**config.mk**
```make
export PLATFORM = sky130hd
export DESIGN_NAME = irq_seq
export DESIGN_NICKNAME = d
export VERILOG_FILES = /design/src/rtl/irq_seq_pkg.sv /design/src/rtl/irq_nmi_edge.sv /design/src/rtl/irq_iff.sv /design/src/rtl/irq_ack_timer.sv /design/src/rtl/irq_seq.sv
export SDC_FILE = /design/constraint.sdc
export NUM_CORES = 1
export LEC_CHECK = 0
export BUFFER_PORTS_ARGS = -buffer_cell sky130_fd_sc_hd__buf_2
export CORE_UTILIZATION = 29
export DETAILED_ROUTE_END_ITERATION = 8
export SLEW_MARGIN = 20
export SYNTH_ARGS = -nofsm -noshare
export SYNTH_HDL_FRONTEND = slang
export SYNTH_SLANG_ARGS = --single-unit
```
**constraint.sdc**
```tcl
create_clock -name clk -period 3.85 [get_ports clk]
set_clock_uncertainty 0.1 [all_clocks]
set_input_delay 0.5775 -clock clk [delete_from_list [all_inputs] [get_ports clk]]
set_output_delay 0.5775 -clock clk [all_outputs]
set_load 0.02 [all_outputs]
```
**src/rtl/irq_seq_pkg.sv**
```systemverilog
package irq_seq_pkg;

    typedef enum logic [2:0] {
        ST_IDLE,
        ST_NMI_PUSH,
        ST_IM2_PUSH,
        ST_ACK,
        ST_IM1_PUSH,
        ST_VEC_RD,
        ST_INJECT,
        ST_LOAD
    } seq_state_e;

    localparam logic [1:0] MODE_INJECT = 2'd0;
    localparam logic [1:0] MODE_FIXED  = 2'd1;
    localparam logic [1:0] MODE_TABLE  = 2'd2;
    localparam logic [1:0] MODE_BAD    = 2'd3;

endpackage

```
**src/rtl/irq_nmi_edge.sv**
```systemverilog
module irq_nmi_edge (
    input  logic clk,
    input  logic rst_n,
    input  logic nmi_n,
    input  logic take_nmi,
    output logic nmi_pend
);

    logic nmi_last_q;
    logic nmi_fall;
    logic pend_d;

    assign nmi_fall = nmi_last_q & ~nmi_n;

    always_comb begin
        pend_d = nmi_pend;
        if (take_nmi) begin
            pend_d = 1'b0;
        end
        if (nmi_fall) begin
            pend_d = 1'b1;
        end
    end

    always_ff @(posedge clk or negedge rst_n) begin
        if (!rst_n) begin
            nmi_last_q <= 1'b1;
            nmi_pend   <= 1'b0;
        end else begin
            nmi_last_q <= nmi_n;
            nmi_pend   <= pend_d;
        end
    end

    AST_NMI_ONE_ENTRY: assert property (@(posedge clk) disable iff (!rst_n)
        (take_nmi && nmi_n) |=> !nmi_pend);

    AST_NMI_PEND_HOLD: assert property (@(posedge clk) disable iff (!rst_n)
        (nmi_pend && !take_nmi) |=> nmi_pend);

    AST_NMI_TAKE_NEEDS_PEND: assert property (@(posedge clk) disable iff (!rst_n)
        take_nmi |-> nmi_pend);

endmodule

```
**src/rtl/irq_iff.sv**
```systemverilog
module irq_iff (
    input  logic clk,
    input  logic rst_n,
    input  logic take_nmi,
    input  logic take_int,
    input  logic ei_req,
    input  logic di_req,
    input  logic retn_req,
    output logic iff1,
    output logic iff2,
    output logic pop_req
);

    always_ff @(posedge clk or negedge rst_n) begin
        if (!rst_n) begin
            iff1    <= 1'b0;
            iff2    <= 1'b0;
            pop_req <= 1'b0;
        end else begin
            pop_req <= retn_req;
            if (take_nmi) begin
                iff2 <= iff1;
                iff1 <= 1'b0;
            end else if (take_int || di_req) begin
                iff1 <= 1'b0;
                iff2 <= 1'b0;
            end else if (ei_req) begin
                iff1 <= 1'b1;
                iff2 <= 1'b1;
            end else if (retn_req) begin
                iff1 <= iff2;
            end
        end
    end

    AST_IFF_NMI_COPY: assert property (@(posedge clk) disable iff (!rst_n)
        take_nmi |=> (!iff1 && (iff2 == $past(iff1))));

    AST_IFF_INT_CLEAR: assert property (@(posedge clk) disable iff (!rst_n)
        take_int |=> (!iff1 && !iff2));

    AST_IFF_RETN_RESTORE: assert property (@(posedge clk) disable iff (!rst_n)
        (retn_req && !take_nmi && !take_int && !di_req && !ei_req) |=> (pop_req && (iff1 == $past(iff2))));

    AST_IFF_EI_SET: assert property (@(posedge clk) disable iff (!rst_n)
        (ei_req && !take_nmi && !take_int && !di_req) |=> (iff1 && iff2));

    AST_IFF_NO_TAKE_BOTH: assert property (@(posedge clk) disable iff (!rst_n)
        !(take_nmi && take_int));

endmodule

```
**src/rtl/irq_ack_timer.sv**
```systemverilog
module irq_ack_timer #(
    parameter int ACK_CYCLES = 2
) (
    input  logic clk,
    input  logic rst_n,
    input  logic in_ack,
    output logic ack_last
);

    localparam int CW = (ACK_CYCLES < 2) ? 1 : $clog2(ACK_CYCLES);
    localparam logic [CW-1:0] LAST = CW'(ACK_CYCLES - 1);

    logic [CW-1:0] cnt_q;

    assign ack_last = in_ack && (cnt_q == LAST);

    always_ff @(posedge clk or negedge rst_n) begin
        if (!rst_n) begin
            cnt_q <= '0;
        end else if (!in_ack || ack_last) begin
            cnt_q <= '0;
        end else begin
            cnt_q <= cnt_q + 1'b1;
        end
    end

    AST_ACK_EXIT: assert property (@(posedge clk) disable iff (!rst_n)
        ack_last |=> !in_ack);

    AST_ACK_STAY: assert property (@(posedge clk) disable iff (!rst_n)
        (in_ack && !ack_last) |=> in_ack);

endmodule

```
**src/rtl/irq_seq.sv**
```systemverilog
module irq_seq
    import irq_seq_pkg::*;
#(
    parameter int DATA_W              = 8,
    parameter int ACK_CYCLES          = 2,
    parameter logic [15:0] NMI_TARGET = 16'h0066,
    parameter logic [15:0] IM1_TARGET = 16'h0038
) (
    input  logic              clk,
    input  logic              rst_n,
    input  logic              nmi_n,
    input  logic              int_n,
    input  logic              insn_end,
    input  logic              im_wr,
    input  logic [1:0]        im_val,
    input  logic              ei_req,
    input  logic              di_req,
    input  logic              retn_req,
    input  logic [DATA_W-1:0] i_page,
    input  logic [DATA_W-1:0] data_in,
    input  logic              push_done,
    input  logic              vec_rd_done,
    input  logic [2*DATA_W-1:0] vec_rd_data,
    output logic              m1_n,
    output logic              iorq_n,
    output logic              iff1,
    output logic              iff2,
    output logic              push_req,
    output logic              vec_rd_req,
    output logic [2*DATA_W-1:0] vec_addr,
    output logic              pc_load_valid,
    output logic [2*DATA_W-1:0] pc_load_val,
    output logic              inject_valid,
    output logic [DATA_W-1:0] inject_byte,
    output logic              pop_req
);

    localparam int ADDR_W = 2 * DATA_W;

    seq_state_e          state_q, state_d;
    logic [1:0]          im_q;
    logic [1:0]          mode_q, mode_d;
    logic [ADDR_W-1:0]   tgt_q, tgt_d;
    logic [ADDR_W-1:0]   vaddr_q, vaddr_d;
    logic [DATA_W-1:0]   vbyte_q, vbyte_d;
    logic                nmi_pend;
    logic                take_nmi;
    logic                take_int;
    logic                in_ack;
    logic                ack_last;
    logic                at_boundary;

    assign at_boundary = (state_q == ST_IDLE) && insn_end;
    assign take_nmi    = at_boundary && nmi_pend;
    assign take_int    = at_boundary && !nmi_pend && !int_n && iff1;
    assign in_ack      = (state_q == ST_ACK);

    irq_nmi_edge u_nmi (
        .clk      (clk),
        .rst_n    (rst_n),
        .nmi_n    (nmi_n),
        .take_nmi (take_nmi),
        .nmi_pend (nmi_pend)
    );

    irq_iff u_iff (
        .clk      (clk),
        .rst_n    (rst_n),
        .take_nmi (take_nmi),
        .take_int (take_int),
        .ei_req   (ei_req),
        .di_req   (di_req),
        .retn_req (retn_req),
        .iff1     (iff1),
        .iff2     (iff2),
        .pop_req  (pop_req)
    );

    irq_ack_timer #(
        .ACK_CYCLES (ACK_CYCLES)
    ) u_ack (
        .clk      (clk),
        .rst_n    (rst_n),
        .in_ack   (in_ack),
        .ack_last (ack_last)
    );

    // Mode register: the unused encoding is dropped
    always_ff @(posedge clk or negedge rst_n) begin
        if (!rst_n) begin
            im_q <= MODE_INJECT;
        end else if (im_wr && (im_val != MODE_BAD)) begin
            im_q <= im_val;
        end
    end

    // Next-state logic
    always_comb begin
        state_d = state_q;
        mode_d  = mode_q;
        tgt_d   = tgt_q;
        vaddr_d = vaddr_q;
        vbyte_d = vbyte_q;
        unique case (state_q)
            ST_IDLE: begin
                if (take_nmi) begin
                    state_d = ST_NMI_PUSH;
                end else if (take_int) begin
                    mode_d  = im_q;
                    state_d = (im_q == MODE_TABLE) ? ST_IM2_PUSH : ST_ACK;
                end
            end
            ST_NMI_PUSH: begin
                if (push_done) begin
                    tgt_d   = NMI_TARGET;
                    state_d = ST_LOAD;
                end
            end
            ST_IM2_PUSH: begin
                if (push_done) begin
                    state_d = ST_ACK;
                end
            end
            ST_ACK: begin
                if (ack_last) begin
                    vbyte_d = data_in;
                    vaddr_d = {i_page, data_in};
                    unique case (mode_q)
                        MODE_FIXED: state_d = ST_IM1_PUSH;
                        MODE_TABLE: state_d = ST_VEC_RD;
                        default:    state_d = ST_INJECT;
                    endcase
                end
            end
            ST_IM1_PUSH: begin
                if (push_done) begin
                    tgt_d   = IM1_TARGET;
                    state_d = ST_LOAD;
                end
            end
            ST_VEC_RD: begin
                if (vec_rd_done) begin
                    tgt_d   = vec_rd_data;
                    state_d = ST_LOAD;
                end
            end
            ST_INJECT: state_d = ST_IDLE;
            ST_LOAD:   state_d = ST_IDLE;
            default:   state_d = ST_IDLE;
        endcase
    end

    // State register
    always_ff @(posedge clk or negedge rst_n) begin
        if (!rst_n) begin
            state_q <= ST_IDLE;
            mode_q  <= MODE_INJECT;
            tgt_q   <= '0;
            vaddr_q <= '0;
            vbyte_q <= '0;
        end else begin
            state_q <= state_d;
            mode_q  <= mode_d;
            tgt_q   <= tgt_d;
            vaddr_q <= vaddr_d;
            vbyte_q <= vbyte_d;
        end
    end

    // Outputs
    always_comb begin
        m1_n          = 1'b1;
        iorq_n        = 1'b1;
        push_req      = 1'b0;
        vec_rd_req    = 1'b0;
        pc_load_valid = 1'b0;
        inject_valid  = 1'b0;
        unique case (state_q)
            ST_IDLE:     ;
            ST_NMI_PUSH: push_req = 1'b1;
            ST_IM2_PUSH: push_req = 1'b1;
            ST_ACK: begin
                m1_n   = 1'b0;
                iorq_n = 1'b0;
            end
            ST_IM1_PUSH: push_req      = 1'b1;
            ST_VEC_RD:   vec_rd_req    = 1'b1;
            ST_INJECT:   inject_valid  = 1'b1;
            ST_LOAD:     pc_load_valid = 1'b1;
            default:     ;
        endcase
    end

    assign pc_load_val = tgt_q;
    assign vec_addr    = vaddr_q;
    assign inject_byte = vbyte_q;

    AST_ONE_REQUEST: assert property (@(posedge clk) disable iff (!rst_n)
        $onehot0({push_req, vec_rd_req, pc_load_valid, inject_valid}));

    AST_PUSH_HELD: assert property (@(posedge clk) disable iff (!rst_n)
        (push_req && !push_done) |=> push_req);

    AST_VEC_HELD: assert property (@(posedge clk) disable iff (!rst_n)
        (vec_rd_req && !vec_rd_done) |=> vec_rd_req);

    AST_MASKED_QUIET: assert property (@(posedge clk) disable iff (!rst_n)
        ((state_q == ST_IDLE) && !nmi_pend && !iff1) |=> iorq_n);

    AST_NMI_TARGET: assert property (@(posedge clk) disable iff (!rst_n)
        ((state_q == ST_NMI_PUSH) && push_done) |=> (pc_load_valid && (pc_load_val == NMI_TARGET)));

    AST_TABLE_PUSH_FIRST: assert property (@(posedge clk) disable iff (!rst_n)
        ((state_q == ST_IM2_PUSH) && push_done) |=> (!m1_n && !iorq_n));

    AST_ACK_PAIR: assert property (@(posedge clk) disable iff (!rst_n)
        !iorq_n |-> !m1_n);

endmodule

```
==> results by group <==
Outcome
  – Status: completed

Final layout
  – Share of cells above drive strength 1: 0.443
  – Footprint of the multi-input gates: 748 um^2
  – Area Growth Syn to Fin: 28.4%
  – Post-Route Utilization: 0.383
  – Total inserted antenna cells: 0
  – Register area: 1130 um^2
  – Fillers: 686
  – Final-stage net count: 300

Clock network
  – Max Root-Sink Buffers: 2
  – Skew-Pair Late Insertion Delay: 0.29 ns
  – Post-CTS Setup Bufs: 0
  – Hold Buf Count CTS: 0
  – Post_cts resized: 0
  – CTS Buf Count: 5
  – CTS clk-pin slew, worst paths: 0.08 ns
  – H-Tree Depth: 2
  – Total clock sinks: 45
  – CTS tree: done
  – CTS Root Cell: clkbuf_8

Setup path
  – CP required: 3.17 ns
  – CP max-delay cell: dfrtp_1
  – Critical Path Start: state_q[0]$_DFFE_PN0P_
  – R2R depth: 4
  – CP endpoint kind: output pin
  – Crit path kind: flip-flop to output pin
  – Worst Path Arrival: 1.70 ns
  – CP Cell Sequence: inv_1, nor2_1, buf_2
  – Crit Path Max Fanout: 19
  – Worst stage delay on the critical path: 0.75 ns
  – Critical path startpoint category: flip-flop
  – Reg-to-Reg Start: state_q[0]$_DFFE_PN0P_

Timing
  – Final setup viols: 0
  – Final Cycle Share: 0.617
  – Unrepaired setup endpoints after global routing: false
  – Tmin final: 2.38 ns
  – Worst-Margin Slew: 0.623 ns
  – Peak Freq: 421 MHz
  – Accumulated negative setup slack: 0 ns
  – Rel. slew slack: 0.585
  – Final hold violations: 0
  – Slew Viols, Final: 0

Die
  – Placeable Area: 6760 um^2
  – DIE AREA: 7280 um^2
  – Die width: 85.3 um
  – Die Ht: 85.3 um
  – Number of core rows: 30
  – Io pins: 94
  – Initial Util: 0.298

Synthesis
  – Syn nets: 217
  – Largest area contributor in the netlist: dfrtp_1
  – YS warnings: 0
  – Library cells used by synthesis: 38
  – Synth top area cells: dfrtp_1, mux2_1, mux2_2
  – Register bit count reported by yosys: 45
  – Post-Synthesis Cells: 171
  – Sequential cell area fraction in the yosys report: 0.560
  – Mapped Avg Cell Area: 11.8 um^2
  – Yosys top cell area share: 0.547
  – Mapped cell area: 2010 um^2

GRT
  – Vias in the first global route: 1420
  – Pin count of the biggest net entering global routing: 46
  – First-pass GRT wire length: 6.52 mm
  – Gr ovfl total: 0
  – Initial antenna violation count: 0
  – GRT Overall Usage: 0.114

Detailed routing
  – Remaining antenna violation count: 0
  – DR vias: 1521
  – Vias per cell: 4.54
  – First DRT Iteration DRCs: 54
  – DR DRC count: 0
  – First-pass DRT Iterations: 4
  – Routed len/inst: 11.8 um
  – Routed WL: 3.97 mm

Pwr
  – Worst vdd ir: 0.362 mV
  – PD cells: 796 nW/um^2
  – Tot Pwr: 2.06 mW
  – Pleak: 1.30 nW

Min path
  – Worst Hold Class: input pin to async pin

Placed design
  – Global placement routability congestion: 0.712
  – Dpl hpwl: 2.84 mm
  – Port bufs: 93

Run
  – Max-cap viol count: 0
where the power goes:
part | switching, mW | internal, mW | leakage (nW)
combinational | 0.527 | 0.369 | 0.697
clock | 0.156 | 0.212 | 0.0585
sequential | 0.154 | 0.642 | 0.540
metal layers:
metal | part of all wire | vias up | GRT usage
met1 | 0.47 | 700 | 0.143
li1 | - | 755 | -
met4 | 0.0040 | 0 | 0.0273
met5 | 0 | - | 0
met2 | 0.45 | 64 | 0.193
met3 | 0.071 | 2 | 0.0360
final cells by class:
| type | instances | share of cell area |
|---|---|---|
| well taps | 80 | 0.0387 |
| clock buffers | 7 | 0.0334 |
| flip-flops and latches | 45 | 0.436 |
| clock inverters | 1 | 0.0116 |
| multi-input cells | 102 | 0.289 |
| repair buffers | 93 | 0.181 |
| inverters | 7 | 0.0102 |
final timing paths:
kind	slack (ns)	endpoint
max	1.47	vec_rd_req
min	0.17	vec_addr[7]$_DFFE_PN0P_
max reg2reg	1.83	pc_load_val[12]$_DFFE_PN0P_
min reg2reg	0.39	vec_addr[13]$_DFFE_PN0P_
max in group asynchronous	3.08	vec_addr[1]$_DFFE_PN0P_
min in group clk	0.29	u_nmi.nmi_last_q$_DFF_PN1_
per-stage QoR:
stage	instances	area, um^2	hold slack (ns)	setup slack, ns
finish	335	2590	0.172	1.47
global route	335	2590	0.229	1.28
CTS	335	2580	0.277	1.45
detailed placement	327	2470	0.376	1.78
global placement	327	2470	0.368	1.83
floorplan	171	2010	0.182	1.85
registers in the layout (all words and copies together) (netlist names):
register          flops
pc_load_val          16
vec_addr             16
state_q               3
im_q                  2
mode_q                2
u_ack.cnt_q           1
u_iff.iff1            1
u_iff.iff2            1
u_iff.pop_req         1
u_nmi.nmi_last_q      1
u_nmi.nmi_pend        1
cells in the mapped netlist (all sizes together):
library cell and number:
o211ai 1, mux2 19, o21a 2, and2 1
a21o 1, mux2i 2, clkbuf 3, buf 14
nand3 1, dfrtp 44, nor2 12, o21ai 5
dfstp 1, o22ai 1, a211oi 1, a2111oi 1
nor3b 2, nor2b 8, a22o 10, and3 2
nand2b 1, nand3b 1, nor3 2, nand2 10
nor4 1, a311o 1, or3 1, or2 1
nor4b 1, a2bb2oi 4, ha 1, inv 7
a2111o 1, xnor2 1, a21oi 7
cells in the final DEF (no fill, tap or decap), drive strengths merged, types with 4 or more instances in the layout:
cell type,netlist,layout
a21oi,7,7
a2bb2oi,4,4
nor2,12,12
mux2,19,19
nor2b,8,8
buf,14,93
dfrtp,44,44
clkbuf,3,7
nand2,10,10
o21ai,5,5
inv,7,7
a22o,10,10
logic make-up after synthesis:
family | after synthesis | share of synthesized area
AO/OA/AOI/OAI | 35 | 0.127
XOR/XNOR | 1 | 0.00435
adder cells (fa/ha/maj) | 1 | 0.00621
buffers and inverters | 24 | 0.0689
flip-flops | 45 | 0.560
multiplexers | 21 | 0.116
AND/OR/NAND/NOR | 44 | 0.117
worst max-delay path: cells and delay by family (launching register included):
family	cells	cell delay, ns
and+or+nand+nor	1	0.27
buffers and inverters	2	0.39
DFF	1	0.75
Note: power is estimated with default switching activity, not from simulation.
